<file path="config.mk">
export PLATFORM = sky130hd
export DESIGN_NAME = keyseq_watchdog
export DESIGN_NICKNAME = d
export VERILOG_FILES = /design/src/rtl/wdk_pkg.sv /design/src/rtl/wdk_rst_sync.sv /design/src/rtl/wdk_key_match.sv /design/src/rtl/wdk_counter.sv /design/src/rtl/wdk_req_reg.sv /design/src/rtl/keyseq_watchdog.sv
export SDC_FILE = /design/constraint.sdc
export NUM_CORES = 1
export LEC_CHECK = 0
export BUFFER_PORTS_ARGS = -buffer_cell sky130_fd_sc_hd__buf_2
export CORE_MARGIN = 2
export CORE_UTILIZATION = 45
export DETAILED_ROUTE_END_ITERATION = 10
export PLACE_DENSITY = 0.72
export SETUP_SLACK_MARGIN = 0.05
export SYNTH_ARGS = -nofsm -noshare
export SYNTH_HDL_FRONTEND = slang
export SYNTH_SLANG_ARGS = --single-unit
</file>
<file path="constraint.sdc">
create_clock -name clk -period 1.3 [get_ports clk]
set_clock_uncertainty 0.2 [all_clocks]
set_input_delay 0.26 -clock clk [delete_from_list [all_inputs] [get_ports clk]]
set_output_delay 0.26 -clock clk [all_outputs]
set_load 0.05 [all_outputs]
</file>
<file path="src/rtl/wdk_pkg.sv">
package wdk_pkg;
  localparam int unsigned WDK_BYTE_W = 8;
  typedef logic [WDK_BYTE_W-1:0] wdk_byte_t;
  localparam wdk_byte_t WDK_KEY_LEAD  = 8'h1E;
  localparam wdk_byte_t WDK_KEY_TRAIL = 8'hE1;
endpackage

</file>
<file path="src/rtl/wdk_rst_sync.sv">
module wdk_rst_sync #(
  parameter int unsigned STAGES = 2
) (
  input  logic clk,
  input  logic rst_n,
  output logic rst_core_n
);
  logic [STAGES-1:0] sync_q;
  logic [STAGES-1:0] sync_d;

  always_comb begin
    sync_d = {sync_q[STAGES-2:0], 1'b1};
  end

  always_ff @(posedge clk or negedge rst_n) begin
    if (!rst_n) sync_q <= '0;
    else        sync_q <= sync_d;
  end

  assign rst_core_n = sync_q[STAGES-1];
endmodule

</file>
<file path="src/rtl/wdk_key_match.sv">
module wdk_key_match
  import wdk_pkg::*;
#(
  parameter wdk_byte_t KEY_LEAD  = WDK_KEY_LEAD,
  parameter wdk_byte_t KEY_TRAIL = WDK_KEY_TRAIL
) (
  input  logic      clk,
  input  logic      rst_n,
  input  logic      wr_en_i,
  input  logic      wr_sel_i,
  input  wdk_byte_t wr_data_i,
  output logic      kick_o
);
  wdk_byte_t last_q;
  wdk_byte_t last_d;
  logic      load_en;

  assign load_en = wr_en_i & wr_sel_i;

  always_comb begin
    last_d = last_q;
    kick_o = 1'b0;
    if (load_en) begin
      last_d = wr_data_i;
      kick_o = (last_q == KEY_LEAD) && (wr_data_i == KEY_TRAIL);
    end
  end

  always_ff @(posedge clk or negedge rst_n) begin
    if (!rst_n)       last_q <= '0;
    else if (load_en) last_q <= last_d;
  end
endmodule

</file>
<file path="src/rtl/wdk_counter.sv">
module wdk_counter #(
  parameter int unsigned CNT_W = 14
) (
  input  logic             clk,
  input  logic             rst_n,
  input  logic             tick_i,
  input  logic             kick_i,
  output logic [CNT_W-1:0] cnt_o,
  output logic             armed_o,
  output logic             expire_o
);
  localparam logic [CNT_W-1:0] CNT_MAX = {CNT_W{1'b1}};

  logic [CNT_W-1:0] cnt_q, cnt_d;
  logic             armed_q, armed_d;
  logic             upd_en;

  always_comb begin
    cnt_d    = cnt_q;
    armed_d  = armed_q;
    expire_o = 1'b0;
    if (kick_i) begin
      armed_d = 1'b1;
      cnt_d   = '0;
    end else if (armed_q && tick_i) begin
      if (cnt_q == CNT_MAX) begin
        expire_o = 1'b1;
        armed_d  = 1'b0;
        cnt_d    = '0;
      end else begin
        cnt_d = cnt_q + 1'b1;
      end
    end
  end

  assign upd_en = kick_i | (armed_q & tick_i);

  always_ff @(posedge clk or negedge rst_n) begin
    if (!rst_n) begin
      cnt_q   <= '0;
      armed_q <= 1'b0;
    end else if (upd_en) begin
      cnt_q   <= cnt_d;
      armed_q <= armed_d;
    end
  end

  assign cnt_o   = cnt_q;
  assign armed_o = armed_q;
endmodule

</file>
<file path="src/rtl/wdk_req_reg.sv">
module wdk_req_reg (
  input  logic clk,
  input  logic rst_n,
  input  logic expire_i,
  output logic req_o
);
  logic req_q, req_d;

  always_comb begin
    req_d = expire_i;
  end

  always_ff @(posedge clk or negedge rst_n) begin
    if (!rst_n) req_q <= 1'b0;
    else        req_q <= req_d;
  end

  assign req_o = req_q;
endmodule

</file>
<file path="src/rtl/keyseq_watchdog.sv">
module keyseq_watchdog
  import wdk_pkg::*;
#(
  parameter int unsigned CNT_W     = 14,
  parameter int unsigned SYNC_STG  = 2,
  parameter wdk_byte_t   KEY_LEAD  = WDK_KEY_LEAD,
  parameter wdk_byte_t   KEY_TRAIL = WDK_KEY_TRAIL
) (
  input  logic       clk,
  input  logic       rst_n,
  input  logic       tick_i,
  input  logic       wr_en_i,
  input  logic       wr_sel_i,
  input  logic [7:0] wr_data_i,
  output logic       rst_req_o,
  output logic       armed_o
);
  logic             rst_core_n;
  logic             kick;
  logic             expire;
  logic [CNT_W-1:0] cnt;

  wdk_rst_sync #(.STAGES(SYNC_STG)) u_sync (
    .clk        (clk),
    .rst_n      (rst_n),
    .rst_core_n (rst_core_n)
  );

  wdk_key_match #(.KEY_LEAD(KEY_LEAD), .KEY_TRAIL(KEY_TRAIL)) u_key (
    .clk       (clk),
    .rst_n     (rst_core_n),
    .wr_en_i   (wr_en_i),
    .wr_sel_i  (wr_sel_i),
    .wr_data_i (wr_data_i),
    .kick_o    (kick)
  );

  wdk_counter #(.CNT_W(CNT_W)) u_cnt (
    .clk      (clk),
    .rst_n    (rst_core_n),
    .tick_i   (tick_i),
    .kick_i   (kick),
    .cnt_o    (cnt),
    .armed_o  (armed_o),
    .expire_o (expire)
  );

  wdk_req_reg u_req (
    .clk      (clk),
    .rst_n    (rst_core_n),
    .expire_i (expire),
    .req_o    (rst_req_o)
  );
endmodule

</file>
; Yosys cells after proc, flatten, opt, wreduce, memory -nomap -nowiden
; Cells that the tools add are included.
[totals]
ff_bits = 26
input_bits = 13
out_inout_bits = 2
word_cells = 28
[classes]
add_sub_neg = 1
n_eq_ne = 3
n_mux = 10
n_bitwise = 3
n_reduce_logical = 6
[ops]
columns = op, n
row1 = $mux 14, 3
row2 = $add 14x1->14 const B, 1
row3 = $eq 14x14->1 const B, 1
row4 = $eq 8x5->1 const B, 1
row5 = $eq 8x8->1 const B, 1
row6 = $mux 1, 7
row7 = $reduce_bool 2->1, 2
row8 = $reduce_and 3->1, 1
row9 = $and 1x1->1, 2
row10 = $logic_and 1x1->1, 2
row11 = $reduce_and 2->1, 1
row12 = $or 1x1->1, 1

; Logic depth before layout (Yosys ltp)
[logic_depth]
depth_word = 5
depth_mapped = 5
mapped_depth_nobuf = 5

; By module
; A second synthesis with hierarchy kept.
[unflattened]
hier_cells = 112
area_unflattened_um2 = 1224.9
[by_module_without_submodules]
columns = mod, instances, cells_per_inst, area_per_inst_um2, seq_area_each_um2
row1 = wdk_counter, 1, 84, 793.3, 375.4
row2 = wdk_key_match, 1, 24, 352.8, 200.2
row3 = wdk_rst_sync, 1, 3, 53.8, 50.0
row4 = wdk_req_reg, 1, 1, 25.0, 25.0

; Worst setup path after synthesis
; Ideal clock, no wire load.
[synth_path]
kind = reg2reg
startpoint = register u_cnt.armed_q, in the netlist u_cnt.armed_o
endpoint = register u_cnt.cnt_q[1], in the netlist u_cnt.cnt_o[1]
setup_ns = 0.124
arrival_time_ns = 1.547
required_ns = 0.976
path_slack_ns = -0.571
path_stages_with_launch = 5
n_path_buf = 0
period_less_slack_ns = 1.871
cell_sequence = dfrtp_1 nand3_1 or4_1 o21ai_0 nor3_1
[synth_between]
elab_chain_cells = 3
word_cells_on_any_way = 5
cone_classes = bitwise: 2 / reduce/logical: 3
[synth_rtl]
columns = item, line
row1 = start: declaration, wdk_counter.sv:15  ; logic armed_q, armed_d;
row2 = start signal: assignment, wdk_counter.sv:44  ; armed_q <= armed_d;
row3 = $and 1x1->1 or $logic_and 1x1->1 (tied branches), "wdk_counter.sv:36, wdk_counter.sv:25"
row4 = $or 1x1->1 or $reduce_bool 2->1 (tied branches), -
row5 = $reduce_and 2->1 (no line) (*), -
row6 = end signal: assignment, wdk_counter.sv:43  ; cnt_q <= cnt_d;
row7 = end: declaration, wdk_counter.sv:14  ; logic [CNT_W-1:0] cnt_q, cnt_d;
; Every way passes the cells marked *; elsewhere a longest branch is shown, timed or not.
; A chain may end at the register's enable or synchronous reset.

; Worst setup path after layout
[layout_path]
startpoint = register u_cnt.cnt_q[6], in the netlist u_cnt.cnt_o[6]
endpoint = register u_cnt.cnt_q[2], in the netlist u_cnt.cnt_o[2]
[layout_between]
elab_chain_cells = 4
[layout_rtl]
columns = item, line
row1 = $eq 14x14->1, wdk_counter.sv:26  ; if (cnt_q == CNT_MAX) begin
row2 = $mux 14, wdk_counter.sv:26
row3 = $mux 14, wdk_counter.sv:25  ; end else if (armed_q && tick_i) begin
row4 = $mux 14, wdk_counter.sv:22  ; if (kick_i) begin
; No other way between the ends. The select of a mux whose other input is x is not followed.

==> flow_metrics.env <==
export IMPL_leakage_nw=0.780
export IMPL_grt_pass1_vias=1039
export IMPL_fmaxAchievable_ghz=0.569
export IMPL_ys_types=28
export IMPL_drc=0
export IMPL_critPathCaptureType="flip-flop"
export IMPL_syn_avg_cell_area_um2=11.1
export IMPL_start_util_pct=47.9
export IMPL_synthCells=109
export IMPL_coreArea_um2=2520
export IMPL_die_x_um=55.8
export IMPL_slew_viol_final=0
export IMPL_die_area_um2=3120
export IMPL_cp_required_ns=1.32
export IMPL_status="finished, violations left"
export IMPL_clk_latency_ns=0.33
export IMPL_clock_sinks=26
export IMPL_yosysWarnings=0
export IMPL_grt_pass1_wl_mm=4.65
export IMPL_worstSetupPathType="reg -> reg"
export IMPL_clkTransAtPathRegs_ns=0.14
export IMPL_hp_class="reg -> async"
export IMPL_fin_tns_setup_ns=-6.81
export IMPL_fin_nets=178
export IMPL_dp_final_hpwl_mm=1.82
export IMPL_slowest_delay_ns=0.62
export IMPL_power_mw=1.55
export IMPL_diodes=0
export IMPL_grt_use_total_pct=19.3
export IMPL_critPathArrivalTime_ns=1.78
export IMPL_grt_max_degree=25
export IMPL_failed_checks="negative setup slack"
export IMPL_yosysSeqAreaShare_pct=53.8
export IMPL_die_y_um=55.8
export IMPL_finalSetupViolCount=18
export IMPL_cts_root_buf="clkbuf_4"
export IMPL_cp_slowest_cell="or4_4"
export IMPL_synth_compound_area_share_pct=5.90
export IMPL_finalCritPeriodShare_pct=135
export IMPL_numPortBuffers=14
export IMPL_path_cells="nand4_1 > or4_4 > o21ai_2 > nor2_1"
export IMPL_hold_viol=0
export IMPL_final_core_util_pct=69.8
export IMPL_cts_tree="yes"
export IMPL_syn_num_nets=123
export IMPL_clk_path_buf_depth=2
export IMPL_fin_ws_ns=-0.459
export IMPL_num_io_pins=15
export IMPL_routedWlPerCell_um=14.0
export IMPL_vias_per_cell=5.36
export IMPL_place_gp_congestion=0.807
export IMPL_grt_setup_unrepaired="true"
export IMPL_ir_worst_vdd_mv=0.853
export IMPL_drive_above_1_share_pct=44.8
export IMPL_synth_seq_cells=26
export IMPL_layout_min_cycle_time_ns=1.76
export IMPL_synth_area_um2=1210
export IMPL_synth_top_family_by_area="simple AND/OR/NAND/NOR gates"
export IMPL_start_kind="flip-flop"
export IMPL_htree_levels=1
export IMPL_numCtsBuffers=3
export IMPL_routed_wl_mm=2.71
export IMPL_ant_nets=0
export IMPL_synth_xor_area_share_pct=7.25
export IMPL_dr_pass1_iters=4
export IMPL_synth_fa_ha_area_share_pct=1.04
export IMPL_synth_simple_area_share_pct=23.6
export IMPL_muxShareOfSynthArea_pct=7.45
export IMPL_antenna_found_initial=0
export IMPL_powerDensity_nw_per_um2=883
export IMPL_cap_viol_max_count=0
export IMPL_fillCellCount=189
export IMPL_syn2layout_area_growth_pct=45.7
export IMPL_cp_max_fo=5
export IMPL_vias=1034
export IMPL_gr_total_overflow=0
export IMPL_rows=18
export IMPL_initialDrtViolationCount=17
-- layout make-up --
class	count	area, um2	area share, %
inverter	2	7.51	0.426
clock inverter	1	30.0	1.71
timing repair buffer	49	373	21.2
tap	30	37.5	2.13
clock buffer	3	22.5	1.28
sequential	26	653	37.1
multi-input combinational	82	637	36.2
-- Yosys cell counts --
cell type	count	area share (%)
mux2_2	8	7.5
and4_1	2	1.4
inv_1	2	0.62
nand4_1	6	3.1
or3_1	2	1.0
nor2_1	13	4.0
nor4_1	3	1.6
a21o_1	1	0.62
dfrtp_1	26	54
and3_1	1	0.52
nand3_1	5	2.1
nor4bb_1	1	0.83
a21oi_2	1	0.72
xor2_1	4	2.9
ha_1	1	1.0
xnor2_1	6	4.3
o21ai_0	2	0.83
nor3_1	4	1.7
nand4_4	1	1.8
a211o_1	1	0.72
or4_1	3	1.9
nand2_1	7	2.2
o31ai_1	1	0.62
conb_1	1	0.31
a21oi_1	4	1.7
o21ai_2	1	0.72
nor4b_1	1	0.72
and4b_1	1	0.83
-- power by group --
| part | leakage (nW) | internal [mW] | total [mW] | switching, mW |
|---|---|---|---|---|
| Combinational | 0.415 | 0.0796 | 0.129 | 0.0489 |
| Clock | 0.0279 | 0.312 | 0.554 | 0.242 |
| Sequential | 0.337 | 0.849 | 0.871 | 0.0223 |
| Total | 0.780 | 1.24 | 1.55 | 0.313 |
-- cell usage in the layout, fill, tap and decap left out, types with 2 or more instances in the layout --
master / count
nand3_1: 3
buf_2: 12
dlygate4sd3_1: 8
dfrtp_2: 2
a21oi_2: 3
nand2_1: 6
nor2_2: 2
nor3_1: 4
nor4_1: 2
xnor2_1: 6
mux2_2: 8
nand4_1: 6
and4_1: 2
nor2_1: 10
dfrtp_1: 24
a21oi_1: 2
buf_4: 26
xor2_1: 4
nand3_2: 2
clkbuf_4: 3
o21ai_0: 2
or4_4: 2
buf_6: 2
inv_1: 2
-- routing by layer --
layer / GRT usage [%] / vias up / part of all wire [%]
met3: 5.12 / 5 / 3.7
met4: 5.10 / 0 / 1.0
met5: 0 / - / 0
met1: 23.2 / 507 / 42
li1: - / 504 / -
met2: 34.2 / 18 / 53
-- cell families after synthesis --
logic type                 count (synthesis)
adders and majority gates                  1
xor gates and xnor gates                  10
other                                      1
DFF                                       26
muxes                                      8
buffers and inverters                      2
AOI/OAI and AO/OA                         11
and+or+nand+nor                           50
-- flip-flops by register name (all words and copies together), names as in the netlist --
signal         cells
u_cnt.armed_o      1
u_sync.sync_q      2
u_req.req_o        1
u_key.last_q       8
u_cnt.cnt_o       14
-- worst max-delay path: cells and delay by family, from the launching register on --
kind,cells,cell delay [ns]
and+or+nand+nor,3,0.90
AOI/OAI and AO/OA,1,0.14
DFF,1,0.41
-- timing repair --
item / in CTS / in global routing
pin swaps: 3 / 2
gates cloned: 1 / 0
buffers inserted: 2 / 1
hold buffers: 8 / 0
hold endpoints to repair: 9 / 0
setup endpoints to repair: 18 / 18
resized for setup: 11 / 3
-- stage by stage --
stage	setup slack [ns]	cells	area [um2]	hold slack (ns)
after floorplan	-0.374	109	1250	-0.236
after global placement	-0.379	177	1540	-0.156
after detailed placement	-0.405	177	1540	-0.154
after CTS	-0.392	192	1740	0.0115
after global routing	-0.526	193	1760	0.0108
final	-0.459	193	1760	0.0212
-- path summary, 6_finish.rpt --
check | slack [ns] | cells after the start | endpoint | startpoint
worst max register to register | -0.46 | 4 | u_cnt.cnt_o[2]$_DFFE_PN0P_ | u_cnt.cnt_o[6]$_DFFE_PN0P_
worst min register to register | 0.02 | 1 | u_cnt.armed_o$_DFFE_PN0P_ | u_sync.sync_q[1]$_DFF_PN0_
max in group asynchronous | 0.62 | 1 | u_cnt.cnt_o[2]$_DFFE_PN0P_ | u_sync.sync_q[1]$_DFF_PN0_
worst max-delay path | -0.46 | 4 | u_cnt.cnt_o[2]$_DFFE_PN0P_ | u_cnt.cnt_o[6]$_DFFE_PN0P_
worst min-delay path | 0.02 | 1 | u_cnt.armed_o$_DFFE_PN0P_ | u_sync.sync_q[1]$_DFF_PN0_
min in group clk | 0.07 | 3 | u_key.last_q[6]$_DFFE_PN0P_ | wr_data_i[6]
No activity file was read; power rests on OpenSTA's default activity.
